### src/rtl/chs_pkg.sv
package chs_pkg;

    localparam int NUM_DRIVES = 2;
    localparam int CMD_BYTES  = 6;
    localparam int FULL_BYTES = 14;

    localparam logic [7:0] OP_READ  = 8'h08;
    localparam logic [7:0] OP_WRITE = 8'h0A;
    localparam logic [7:0] OP_SETP  = 8'h0C;

    typedef enum logic [2:0] {
        ST_IDLE,
        ST_START,
        ST_XFER,
        ST_COMMIT,
        ST_DONE
    } seq_state_e;

    typedef struct packed {
        logic [9:0] cyl;
        logic [4:0] head;
        logic [5:0] sec;
    } chs_pos_t;

    typedef struct packed {
        logic [9:0] cyls;
        logic [4:0] heads;
        logic [9:0] rwc;
        logic [9:0] wpc;
        logic [7:0] ecc;
    } geom_t;

    localparam geom_t GEO_DEFAULT = '{
        cyls:  10'd612,
        heads: 5'd4,
        rwc:   10'd613,
        wpc:   10'd613,
        ecc:   8'd11
    };

endpackage

### src/rtl/chs_cmd_collect.sv
module chs_cmd_collect
    import chs_pkg::*;
#(
    parameter int MAX_BYTES = FULL_BYTES
) (
    input  logic                           clk,
    input  logic                           rst_n,
    input  logic                           accept,
    input  logic                           we,
    input  logic [7:0]                     wdata,
    output logic                           blk_valid,
    output logic [MAX_BYTES-1:0][7:0]      blk
);
    localparam int CNT_W = $clog2(MAX_BYTES + 1);

    typedef struct packed {
        logic [CNT_W-1:0]            cnt;
        logic [CNT_W-1:0]            need;
        logic [MAX_BYTES-1:0][7:0]   bytes;
        logic                        valid;
    } col_t;

    col_t q, d;

    always_comb begin
        d       = q;
        d.valid = 1'b0;
        if (accept && we) begin
            if (q.cnt == '0) begin
                case (wdata)
                    OP_READ, OP_WRITE: d.need = CNT_W'(CMD_BYTES);
                    OP_SETP:           d.need = CNT_W'(FULL_BYTES);
                    default:           d.need = '0;
                endcase
                if (d.need != '0) begin
                    d.bytes[0] = wdata;
                    d.cnt      = CNT_W'(1);
                end
            end else begin
                d.bytes[q.cnt] = wdata;
                if (q.cnt == q.need - CNT_W'(1)) begin
                    d.cnt   = '0;
                    d.valid = 1'b1;
                end else begin
                    d.cnt = q.cnt + CNT_W'(1);
                end
            end
        end
    end

    always_ff @(posedge clk) begin
        if (!rst_n) q <= '0;
        else        q <= d;
    end

    assign blk_valid = q.valid;
    assign blk       = q.bytes;

endmodule

### src/rtl/chs_lba.sv
module chs_lba #(
    parameter int LBA_W = 24,
    parameter int SPT   = 17
) (
    input  logic [9:0]       cyl,
    input  logic [4:0]       head,
    input  logic [5:0]       sec,
    input  logic [4:0]       heads,
    output logic [LBA_W-1:0] lba
);
    logic [LBA_W-1:0] track;

    always_comb begin
        track = LBA_W'(cyl) * LBA_W'(heads) + LBA_W'(head);
        lba   = track * LBA_W'(SPT) + LBA_W'(sec);
    end

endmodule

### src/rtl/chs_step.sv
module chs_step
    import chs_pkg::*;
#(
    parameter int SPT = 17
) (
    input  chs_pos_t   cur,
    input  logic [4:0] heads,
    output chs_pos_t   nxt
);
    logic [6:0] sec_inc;
    logic [5:0] head_inc;

    always_comb begin
        nxt      = cur;
        sec_inc  = {1'b0, cur.sec} + 7'd1;
        head_inc = {1'b0, cur.head} + 6'd1;
        if (sec_inc >= 7'(SPT)) begin
            nxt.sec = '0;
            if (head_inc >= {1'b0, heads}) begin
                nxt.head = '0;
                nxt.cyl  = cur.cyl + 10'd1;
            end else begin
                nxt.head = head_inc[4:0];
            end
        end else begin
            nxt.sec = sec_inc[5:0];
        end
    end

endmodule

### src/rtl/chs_seq.sv
module chs_seq
    import chs_pkg::*;
#(
    parameter int SPT          = 17,
    parameter int SECTOR_BYTES = 512,
    parameter int LBA_W        = 24
) (
    input  logic                            clk,
    input  logic                            rst_n,
    input  logic                            cmd_we,
    input  logic [7:0]                      cmd_data,
    input  logic                            pio_stb,
    input  logic                            dma_ack,
    output logic                            dma_req,
    output logic                            busy,
    output logic                            done,
    output logic                            sec_start,
    output logic                            sec_commit,
    output logic [LBA_W-1:0]                lba,
    output logic                            cur_drive,
    output logic [9:0]                      cur_cyl,
    output logic [4:0]                      cur_head,
    output logic [5:0]                      cur_sec,
    output logic [$clog2(SECTOR_BYTES)-1:0] byte_idx,
    output logic [9:0]                      geo_cyls,
    output logic [4:0]                      geo_heads,
    output logic [9:0]                      geo_rwc,
    output logic [9:0]                      geo_wpc,
    output logic [7:0]                      geo_ecc,
    output logic                            ctl_no_retry,
    output logic                            ctl_no_ecc_retry,
    output logic [2:0]                      ctl_step
);
    localparam int BIDX_W = $clog2(SECTOR_BYTES);
    localparam logic [BIDX_W-1:0] LAST_IDX = BIDX_W'(SECTOR_BYTES - 1);

    typedef struct packed {
        seq_state_e                       state;
        logic                             drv;
        logic                             is_wr;
        logic [7:0]                       remain;
        logic [BIDX_W-1:0]                bidx;
        chs_pos_t [NUM_DRIVES-1:0]        pos;
        geom_t    [NUM_DRIVES-1:0]        geo;
        logic     [NUM_DRIVES-1:0][7:0]   ctrl;
    } seq_t;

    seq_t q, d;

    logic                        blk_valid;
    logic [FULL_BYTES-1:0][7:0]  blk;
    logic                        cmd_drv;
    chs_pos_t                    cmd_pos;
    geom_t                       cmd_geo;
    chs_pos_t                    act_pos;
    chs_pos_t                    nxt_pos;
    geom_t                       act_geo;
    logic [7:0]                  act_ctrl;
    logic                        dma_mode;
    logic                        beat;

    chs_cmd_collect #(.MAX_BYTES(FULL_BYTES)) u_collect (
        .clk       (clk),
        .rst_n     (rst_n),
        .accept    (q.state == ST_IDLE),
        .we        (cmd_we),
        .wdata     (cmd_data),
        .blk_valid (blk_valid),
        .blk       (blk)
    );

    // Field unpacking of the command block
    assign cmd_drv      = blk[1][5];
    assign cmd_pos.head = blk[1][4:0];
    assign cmd_pos.sec  = blk[2][5:0];
    assign cmd_pos.cyl  = {blk[2][7:6], blk[3]};
    assign cmd_geo.cyls  = {blk[6][1:0], blk[7]};
    assign cmd_geo.heads = blk[8][4:0];
    assign cmd_geo.rwc   = {blk[9][1:0], blk[10]};
    assign cmd_geo.wpc   = {blk[11][1:0], blk[12]};
    assign cmd_geo.ecc   = blk[13];

    assign act_pos  = q.pos[q.drv];
    assign act_geo  = q.geo[q.drv];
    assign act_ctrl = q.ctrl[q.drv];
    assign dma_mode = act_ctrl[1:0] != 2'b00;

    chs_step #(.SPT(SPT)) u_step (
        .cur   (act_pos),
        .heads (act_geo.heads),
        .nxt   (nxt_pos)
    );

    chs_lba #(.LBA_W(LBA_W), .SPT(SPT)) u_lba (
        .cyl   (act_pos.cyl),
        .head  (act_pos.head),
        .sec   (act_pos.sec),
        .heads (act_geo.heads),
        .lba   (lba)
    );

    always_comb begin
        d    = q;
        beat = (q.state == ST_XFER) && (dma_mode ? dma_ack : pio_stb);
        case (q.state)
            ST_IDLE: begin
                if (blk_valid) begin
                    d.drv            = cmd_drv;
                    d.pos[cmd_drv]   = cmd_pos;
                    d.ctrl[cmd_drv]  = blk[5];
                    d.remain         = blk[4];
                    d.bidx           = '0;
                    d.is_wr          = (blk[0] == OP_WRITE);
                    if (blk[0] == OP_SETP) begin
                        d.geo[cmd_drv] = cmd_geo;
                        d.state        = ST_DONE;
                    end else if (blk[4] == 8'd0) begin
                        d.state = ST_DONE;
                    end else if (blk[0] == OP_WRITE) begin
                        d.state = ST_XFER;
                    end else begin
                        d.state = ST_START;
                    end
                end
            end
            ST_START: d.state = ST_XFER;
            ST_XFER: begin
                if (beat) begin
                    if (q.bidx == LAST_IDX) begin
                        d.bidx = '0;
                        if (q.is_wr) begin
                            d.state = ST_COMMIT;
                        end else begin
                            d.pos[q.drv] = nxt_pos;
                            d.remain     = q.remain - 8'd1;
                            d.state      = (q.remain == 8'd1) ? ST_DONE : ST_START;
                        end
                    end else begin
                        d.bidx = q.bidx + BIDX_W'(1);
                    end
                end
            end
            ST_COMMIT: begin
                d.pos[q.drv] = nxt_pos;
                d.remain     = q.remain - 8'd1;
                d.state      = (q.remain == 8'd1) ? ST_DONE : ST_XFER;
            end
            ST_DONE: d.state = ST_IDLE;
            default: d.state = ST_IDLE;
        endcase
    end

    always_ff @(posedge clk) begin
        if (!rst_n) begin
            q <= '0;
            for (int i = 0; i < NUM_DRIVES; i++) begin
                q.geo[i] <= GEO_DEFAULT;
            end
        end else begin
            q <= d;
        end
    end

    assign busy             = q.state != ST_IDLE;
    assign done             = q.state == ST_DONE;
    assign sec_start        = q.state == ST_START;
    assign sec_commit       = q.state == ST_COMMIT;
    assign dma_req          = (q.state == ST_XFER) && dma_mode;
    assign cur_drive        = q.drv;
    assign cur_cyl          = act_pos.cyl;
    assign cur_head         = act_pos.head;
    assign cur_sec          = act_pos.sec;
    assign byte_idx         = q.bidx;
    assign geo_cyls         = act_geo.cyls;
    assign geo_heads        = act_geo.heads;
    assign geo_rwc          = act_geo.rwc;
    assign geo_wpc          = act_geo.wpc;
    assign geo_ecc          = act_geo.ecc;
    assign ctl_no_retry     = act_ctrl[7];
    assign ctl_no_ecc_retry = act_ctrl[6];
    assign ctl_step         = act_ctrl[2:0];

endmodule

### config.mk
export PLATFORM = sky130hd
export DESIGN_NAME = chs_seq
export DESIGN_NICKNAME = d
export VERILOG_FILES = /design/src/rtl/chs_pkg.sv /design/src/rtl/chs_cmd_collect.sv /design/src/rtl/chs_lba.sv /design/src/rtl/chs_step.sv /design/src/rtl/chs_seq.sv
export SDC_FILE = /design/constraint.sdc
export NUM_CORES = 1
export LEC_CHECK = 0
export BUFFER_PORTS_ARGS = -buffer_cell sky130_fd_sc_hd__buf_2
export CAP_MARGIN = 20
export CORE_MARGIN = 1
export CORE_UTILIZATION = 35
export DETAILED_ROUTE_END_ITERATION = 10
export HOLD_SLACK_MARGIN = 0.06
export PLACE_DENSITY = 0.49
export SLEW_MARGIN = 10
export SYNTH_ARGS = -nofsm -noshare
export SYNTH_HDL_FRONTEND = slang
export SYNTH_SLANG_ARGS = --single-unit
### constraint.sdc
create_clock -name clk -period 14.7 [get_ports clk]
set_input_delay 1.47 -clock clk [delete_from_list [all_inputs] [get_ports clk]]
set_output_delay 1.47 -clock clk [all_outputs]
set_load 0.05 [all_outputs]
-- Word-level counts from Yosys, hierarchy flattened
Index checks and enable logic that the tools add are counted.
- bitwise gates (word level): 3
- reduce and logical (&&, ||, !) cells: 24
- order comparisons: 8
- $mul: 2
- equal/unequal tests: 17
- muxes and demuxes: 55
- add/sub/neg operators: 9
- operator list (cell ; count):
    two-way mux 166 bit ; 1
    two-way mux 43 bit ; 3
    case mux 42 bit (3 select lines) ; 1
    bitwise mux 112 bit ; 1
    bitwise mux 86 bit ; 1
    two-way mux 86 bit ; 1
    bitwise mux 42 bit ; 2
    two-way mux 21 bit ; 4
    two-way mux 42 bit ; 2
    two-way mux 8 bit ; 8
    two-way mux 59 bit ; 1
    demux 43 bit (select 1 bit) ; 1
    demux 21 bit (select 1 bit) ; 2
    equality test 8 x 4 -> 1 bit (second input constant) ; 5
    demux 8 bit (select 4 bit) ; 1
    adder 24 x 6 -> 24 bit ; 1
    multiplier 24 x 5 -> 24 bit (second input constant) ; 1
    case mux 8 bit (3 select lines) ; 1
    two-way mux 3 bit ; 7
    two-way mux 4 bit ; 5
    case mux 9 bit (2 select lines) ; 1
    adder 15 x 5 -> 16 bit ; 1
    bitwise mux 16 bit ; 1
    multiplier 10 x 5 -> 15 bit ; 1
    44 further kinds ; 65
- output and inout port bits: 108
- bits in registers: 287
- logic and storage cells: 158

-- Logic depth before layout (Yosys ltp)
Gate-level depths: netlist of the first run.
- depth after elaboration: 11
- depth in mapped cells: 34
- depth with buffers taken out: 28

-- Hierarchy
Synthesis of the first run repeated with hierarchy kept, for this count alone.
- cell total of the unflattened synthesis: 2040
- area total of the unflattened synthesis: 17210.3 um^2
- by module, submodules not included (module ; area each (um^2) ; cells an instance ; instances):
    chs_seq ; 7866.3 ; 968 ; 1
    chs_cmd_collect ; 5635.4 ; 621 ; 1
    chs_lba ; 3051.7 ; 359 ; 1
    chs_step ; 656.9 ; 92 ; 1

-- Worst setup path before layout of the first run
OpenSTA, ideal clock, no wires.
- path type: reg2out
- start point: reg q (netlist bit cur_drive)
- end point: out lba[19]
- stages on the path, launching flop included: 32
- slack: 4.540 ns
- data required time: 13.230 ns
- arrival time: 8.690 ns
- path through: dfxtp_1 buf_6 buf_6 buf_6 buf_4 buf_2 clkbuf_1 mux2i_1 inv_1 nand2_1 fa_1 fa_1 fa_1 inv_1 ha_1 nand3_1 o22ai_1 o21a_1 o21ai_0 nand2b_1 xor2_1 ha_1 ha_1 ha_1 a21oi_1 a21oi_1 or4_1 o21ai_0 o21ai_0 maj3_1 nand2_1 xor2_1
- longest elaborated chain between the ends: 6
- elaborated cells on any way between the ends: 8
- classes of those cells: 2 x add/sub; 2 x mul; 4 x mux
- RTL lines (element ; line ; text):
    start, declared ; chs_seq.sv:48 ; seq_t q, d;
    two-way mux 43 bit (not written as such) (2 in series) ; chs_seq.sv:84 ; assign act_geo = q.geo[q.drv];
    named net geo_heads[0] ; chs_seq.sv:26 ; output logic [4:0] geo_heads,
    multiplier 10 x 5 -> 15 bit ; chs_lba.sv:14 ; track = LBA_W'(cyl) * LBA_W'(heads) + LBA_W'(head);
    adder 15 x 5 -> 16 bit ; chs_lba.sv:14 ;
    multiplier 24 x 5 -> 24 bit ; chs_lba.sv:15 ; lba = track * LBA_W'(SPT) + LBA_W'(sec);
    adder 24 x 6 -> 24 bit ; chs_lba.sv:15 ;
    end, declared ; chs_seq.sv:19 ; output logic [LBA_W-1:0] lba,
The timed path passes the listed nets, and every way through them passes these cells. The select of a mux whose other input is x is not followed.

-- Worst setup path after layout of the first run
- start point: reg q (netlist bit cur_drive)
- end point: out lba[19]
- longest elaborated chain between the ends: 6
- elaborated cells on any way between the ends: 8
- classes of those cells: 2 x add/sub; 2 x mul; 4 x mux
- RTL lines (element ; line):
    two-way mux 21 bit (not written as such) / two-way mux 43 bit (equally long branches) (2 in series) ; chs_seq.sv:83, chs_seq.sv:84
    multiplier 10 x 5 -> 15 bit ; chs_lba.sv:14
    adder 15 x 5 -> 16 bit ; chs_lba.sv:14
    multiplier 24 x 5 -> 24 bit ; chs_lba.sv:15
    adder 24 x 6 -> 24 bit * ; chs_lba.sv:15
Every way passes the cells marked *; elsewhere a longest branch is shown, timed or not. The select of a mux whose other input is x is not followed.

==> reports/qor.txt, run 1 <==
Post-CTS Resized: 0
Max-slew violations: 0
CP endpoint kind: primary output
Synth area leaders: dfxtp_1 (34%), nand2_1 (8.0%), ha_1 (7.5%), nand3_1 (4.5%), a21boi_0 (4.4%)
Number of synthesized register bits: 253
CP Launch Type: flop
WP data required: 13230 ps
Die H: 208.3 um
# setup viols final: 0
Met1 Use GR: 26.56%
I/O pin count: 121
Hold path startpoint: q[10]$_SDFFE_PN0P_
GR met2 Demand/Resource: 31.86%
Critical R2R Launch: cur_drive$_SDFFE_PN0P_
1st-iter DRT viols: 722
Cts hold-fix bufs: 0
Fin. Hold Viols: 0
DR vias/cell: 5.231
Antenna Violating Nets Remaining: 0
WHS Endpoint: q[10]$_SDFFE_PN0P_
PwrDens: 87.25 nW/um^2
Post-CTS Setup Bufs: 0
First-pass GRT wire length: 67520 um
Core Rows: 75
Area share of the largest cell type after synthesis: 34.01%
Tmin final: 10840 ps
Layout Cells excl Fill: 2434
HPWL Detailed: 28450 um
Input/output buffers: 117
Hold Crit Depth: 2
Worst r2r dst: q[138]$_SDFFE_PN0P_
Mapped cell area: 14890 um^2
Grt ovf: 0
Setup TNS: 0 ps
Setup CP Type: reg -> out
DP Cell Count: 2382
Drt total wl: 42180 um
Critical path fanouts, max: 64
Pleak: 7.215 nW
Status: completed
Slew @ Worst Pin: 1079 ps
R2r setup slk: 10460 ps
Core Area: 41950 um^2
Worst-case clock buffer depth: 3
Synth Area per Inst: 8.139 um^2
Antenna diode count: 0
Gpl congestion: 0.8161
Relative slew slack: 28.06%
Synth warnings: 0
Area after DPL: 15790 um^2
CP Data Arrival Time: 9370 ps
RSZ-0062 raised after global routing: false
Dominant cell type by area after synthesis: dfxtp_1
Gr busiest metal: met2
DIE WIDTH: 208.3 um
Synthesized instance count: 1830
Clock Latency Late Sink: 570 ps
Number of synthesized flops with an enable pin: 0
Drt drc: 0
Synth Flop Type: dfxtp_1
Commonest non-fill, non-tap cell in the layout: nand2_1
Fmax: 92.22 MHz
Largest net degree at the start of global routing: 107
Synth unique cells: 86
Detailed-route via count: 12730
Number of antenna violations at the first check in global routing: 0
Hold Slack: 459.5 ps
Fraction of layout instances using a drive strength above 1: 13.77%
Fin area: 16770 um^2
Clk sink count: 253
# fillers: 4357
Worst vdd ir: 0.00008586 V
Register area share after synthesis: 34.01%
Class of the worst hold path: reg -> reg
Clock H-tree levels: 1
Starting density of the core: 35.51%
Total CTS buffers: 28
Async SR Flop Fraction: 0%
Drt wl/cell: 17.33 um
CTS tree: built
R2R cell count: 13
Most frequent cells in the layout: nand2_1 (316), dfxtp_1 (252), nand3_1 (134), nor2_1 (131), a21oi_1 (129)
Final net count: 2007
Final Skew: 19.99 ps
Tcrit/Tclk final: 73.77%
Root buf cell: clkbuf_16
Die area: 43380 um^2
Max-Cap Viols: 0
Clk slew on worst S/H paths: 60 ps
Total GRT Usage: 19.10%
Area delta synth->final: 12.58%
Met3 Resource Use GR: 2.038%
Initial DRT Pass Iterations: 5
Vias in the first global route: 12270
==> report_power, final <==
group	internal [mW]	leakage (nW)	switching, mW	total [mW]
logic	0.00617	4.69	0.0216	0.0277
registers	0.685	2.04	0.000107	0.685
clock network	0.451	0.489	0.299	0.750
==> state kept, by name (all words and copies together), names as in the netlist <==
name / count
u_collect.q: 6
q: 150
u_collect.blk_valid: 1
byte_idx: 9
u_collect.blk: 86
cur_drive: 1
==> through the flow <==
step | total power [mW] | util, % | setup WS (ps)
after floorplan | 0.7192 | - | 4540
after global routing | 1.506 | 39.97 | 3179
after global placement | 0.7286 | 37.63 | 4512
after CTS | 1.480 | 39.97 | 3743
final | 1.463 | 39.97 | 3856
after detailed placement | 0.7287 | 37.63 | 4361
==> how the worst max path moves through the flow <==
| stage | startpoint | endpoint | slack, ps | cells after the start |
|---|---|---|---|---|
| 2_1_floorplan | cur_drive$_SDFFE_PN0P_ | lba[19] | 4540 | 31 |
| 3_3_place_gp | cur_drive$_SDFFE_PN0P_ | lba[19] | 4510 | 27 |
| 3_5_place_dp | cur_drive$_SDFFE_PN0P_ | lba[19] | 4360 | 27 |
| 4_1_cts | cur_drive$_SDFFE_PN0P_ | lba[19] | 3740 | 27 |
| 5_1_grt | cur_drive$_SDFFE_PN0P_ | lba[19] | 3180 | 27 |
| 6_report | cur_drive$_SDFFE_PN0P_ | lba[19] | 3860 | 27 |
==> synthesized netlist by cell type (16+ instances only) <==
master and n:
nand2_1 316, ha_1 89, nor2b_1 16, dfxtp_1 253, xnor2_1 31, mux2i_1 43
nand3_1 134, nor3_1 22, clkbuf_1 95, o21ai_0 67, inv_1 88, mux2_2 47
a21boi_0 87, nor2_1 131, a21oi_1 129, fa_1 32
==> worst max-delay path, cell delays in order, from the launching register on <==
cell      delay, ps
dfxtp_4         580
buf_4           850
mux2i_1         780
inv_1           240
nand2_1         140
fa_1            450
fa_1            520
fa_1            540
inv_1            40
ha_1            370
nand3_1          90
o22ai_1         310
o21a_1          180
o21ai_0          80
nand2b_1        100
xor2_1          300
ha_1            300
ha_1            300
ha_1            380
a21oi_1         150
a21oi_1          90
or4_1           380
o21ai_0         400
o21ai_0         250
maj3_1          400
nand2_1          90
xor2_1          140
buf_2           270
==> final cells by class <==
type / instances / area [um^2] / share of cell area, %
clock buffers: 39 / 802.0 / 4.783
clock inverters: 13 / 180.2 / 1.075
inverters: 89 / 334.1 / 1.992
multi-input cells: 1363 / 8962 / 53.45
flip-flops and latches: 253 / 5069 / 30.23
well taps: 539 / 674.4 / 4.022
repair buffers: 138 / 745.7 / 4.447
==> layer usage <==
metal | wire, um | vias to the layer above
li1 | - | 6372
met1 | 20520 | 6069
met2 | 19420 | 250
met3 | 1674 | 42
met4 | 567 | 0
met5 | 0 | -
==> cell families after synthesis <==
logic type	Yosys count	synth area share (%)
AOI/OAI and AO/OA	389	16.91
xor gates and xnor gates	46	2.755
adders and majority gates	123	11.92
buffers and inverters	216	6.040
DFF	253	34.01
muxes	93	6.788
other	1	0.02518
and+or+nand+nor	709	21.56
Power figures use the tool's default switching activity.
==> run 2: changes to the inputs <==
Clock period 14.7 ns to 11.4 ns, I/O delays scaled along.
==> reports/qor.txt, run 2 (synthesis gave the netlist of run 1 again) <==
CP endpoint kind: primary output
WP data required: 10260 ps (-2970 ps)
Number of antenna violations at the first check in global routing: 0 (unchanged)
Slowest Stage Delay on Critical Path: 1070 ps (+220 ps)
WHS Endpoint: q[10]$_SDFFE_PN0P_
1st-iter DRT viols: 754 (+4.4%)
Fraction of layout instances using a drive strength above 1: 13.48% (-0.29 points)
P_sw: 0.3937 mW (+23%)
Vias in the first global route: 12370 (+0.83%)
Class of the worst hold path: reg -> reg
Die H: 208.3 um (unchanged)
DR vias/cell: 5.219 (-0.23%)
R2r setup slk: 6650 ps (-3810 ps)
FF+latch area: 5069 um^2 (unchanged)
Worst vdd ir: 0.0001139 V (+33%)
Total CTS buffers: 28 (unchanged)
Drt drc: 0 (unchanged)
Largest net degree at the start of global routing: 107 (unchanged)
Routed met2 length: 19650 um (+1.2%)
Clock H-tree levels: 1 (unchanged)
Input/output buffers: 117 (unchanged)
Hold Slack: 450.4 ps (-9.069 ps)
Starting density of the core: 35.51% (unchanged)
Tcrit/Tclk final: 88.30%
Final Skew: 13.97 ps (-6.024 ps)
Gpl congestion: 0.8147 (-0.17%)
Hold path startpoint: q[10]$_SDFFE_PN0P_
Switching share of power: 21.97% (+0.083 points)
Critical path fanouts, max: 65 (+1.6%)
# fillers: 4342 (-0.34%)
Sequential Power Share: 49.3% (+2.4 points)
Setup CP Type: reg -> out
R2R cell count: 13 (unchanged)
CP Launch Type: flop
Cts hold-fix bufs: 0 (unchanged)
Worst r2r dst: q[138]$_SDFFE_PN0P_
Die area: 43380 um^2 (unchanged)
Footprint of the multi-input gates: 8962 um^2 (unchanged)
Max reg flops: 150 (unchanged)
# setup viols final: 0 (unchanged)
Worst-case clock buffer depth: 3 (unchanged)
Register with the most flip-flops: q
Worst Path Buf+Inv: 3 (-1)
Core Area: 41950 um^2 (unchanged)
Post-CTS Resized: 0 (unchanged)
Highest metal used: met4
Setup TNS: 0 ps (unchanged)
Slew @ Worst Pin: 1103 ps (+24.05 ps)
Critical R2R Launch: cur_drive$_SDFFE_PN0P_
Clk slew on worst S/H paths: 60 ps (about the same)
First-pass GRT wire length: 68190 um (+1.0%)
Most frequent cells in the layout: nand2_1 (316), dfxtp_1 (252), nand3_1 (134), nor2_1 (131), a21oi_1 (129)
Clk sink count: 253 (unchanged)
Root buf cell: clkbuf_16
Drt wl/cell: 17.46 um (+0.73%)
Gate power share: 2.0% (about the same)
CTS tree: built
Relative slew slack: 26.46% (-1.6 points)
Fin. Hold Viols: 0 (unchanged)
Internal power: 1.398 mW (+22%)
Final net count: 2008 (+0.050%)
Critical Path Start: cur_drive$_SDFFE_PN0P_
Commonest non-fill, non-tap cell in the layout: nand2_1
Core Rows: 75 (unchanged)
Grt ovf: 0 (unchanged)
HPWL Detailed: 28590 um (+0.48%)
Hold Crit Depth: 2 (unchanged)
PwrDens: 107.5 nW/um^2 (+23%)
DIE WIDTH: 208.3 um (unchanged)
WL met3: 1535 um (-8.3%)
Area delta synth->final: 11.88%
Antenna Violating Nets Remaining: 0 (unchanged)
Status: completed
Initial DRT Pass Iterations: 4 (-1)
CP most frequent cell: ha_1
Slowest cell on the critical path: dfxtp_4
Antenna diode count: 0 (unchanged)
Detailed-route via count: 12680 (-0.39%)
Fmax: 99.35 MHz
Clk pwr share: 48.7% (-2.5 points)
Max-Cap Viols: 0 (unchanged)
Max-slew violations: 0 (unchanged)
Tmin final: 10070 ps
Pleak: 7.158 nW (-0.80%)
I/O pin count: 121 (unchanged)
Post-CTS Setup Bufs: 0 (unchanged)
Total GRT Usage: 19.29% (+0.18 points)
Clock Latency Late Sink: 550 ps (-20 ps)
Critical path's top delay family: adder cells
Drt total wl: 42420 um (+0.57%)
RSZ-0062 raised after global routing: false
WL met1: 20690 um (+0.80%)
CP Data Arrival Time: 8930 ps (-440 ps)
==> run 2: worst max path at each step <==
stage                   end  depth (start not counted)
CTS                 lba[19]                         26
detailed placement  lba[19]                         26
finish              lba[19]                         26
global route        lba[19]                         26
floorplan           lba[19]                         31
global placement    lba[19]                         26
==> run 2: routing by layer <==
| layer | track usage [%] | up-vias |
|---|---|---|
| li1 | - | 6364 |
| met1 | 27.04 | 6053 |
| met2 | 32.10 | 229 |
| met3 | 1.887 | 37 |
| met4 | 3.806 | 0 |
| met5 | 0 | - |
==> run 2: cell type report <==
type	count	share of cell area, %
multi-input combinational	1363	53.78
clock buffer	43	5.091
clock inverter	4	0.1352
timing repair buffer	139	4.520
sequential	253	30.42
tap	539	4.047
inverter	89	2.005
==> run 2: worst reg2reg max path, delay by kind of cell (launching register included) <==
family | cells | cell delay, ps
flops | 1 | 1070
mux | 2 | 790
compound gates | 3 | 770
buf+inv | 2 | 640
simple gates | 3 | 620
fa+ha+maj | 2 | 590
xor+xnor | 1 | 140
==> run 2: power groups by stage <==
stage	logic [mW]	clock network (mW)	registers (mW)
floorplan	0.0236	0	0.904
global placement	0.0361	0	0.904
detailed placement	0.0360	0	0.904
CTS	0.0360	0.894	0.884
global route	0.0379	0.927	0.883
finish	0.0357	0.872	0.884
==> run 2: metrics by stage <==
stage / power (mW) / cell area, um^2 / setup slack (ps) / utilization (%) / cells
after global placement: 0.9397 / 15790 / 1921 / 37.65 / 2383
after detailed placement: 0.9396 / 15790 / 1832 / 37.65 / 2383
after CTS: 1.814 / 16660 / 1225 / 39.73 / 2430
after floorplan: 0.9274 / 14900 / 1570 / - / 1832
after global routing: 1.849 / 16660 / 733.3 / 39.73 / 2430
final: 1.792 / 16660 / 1334 / 39.73 / 2430
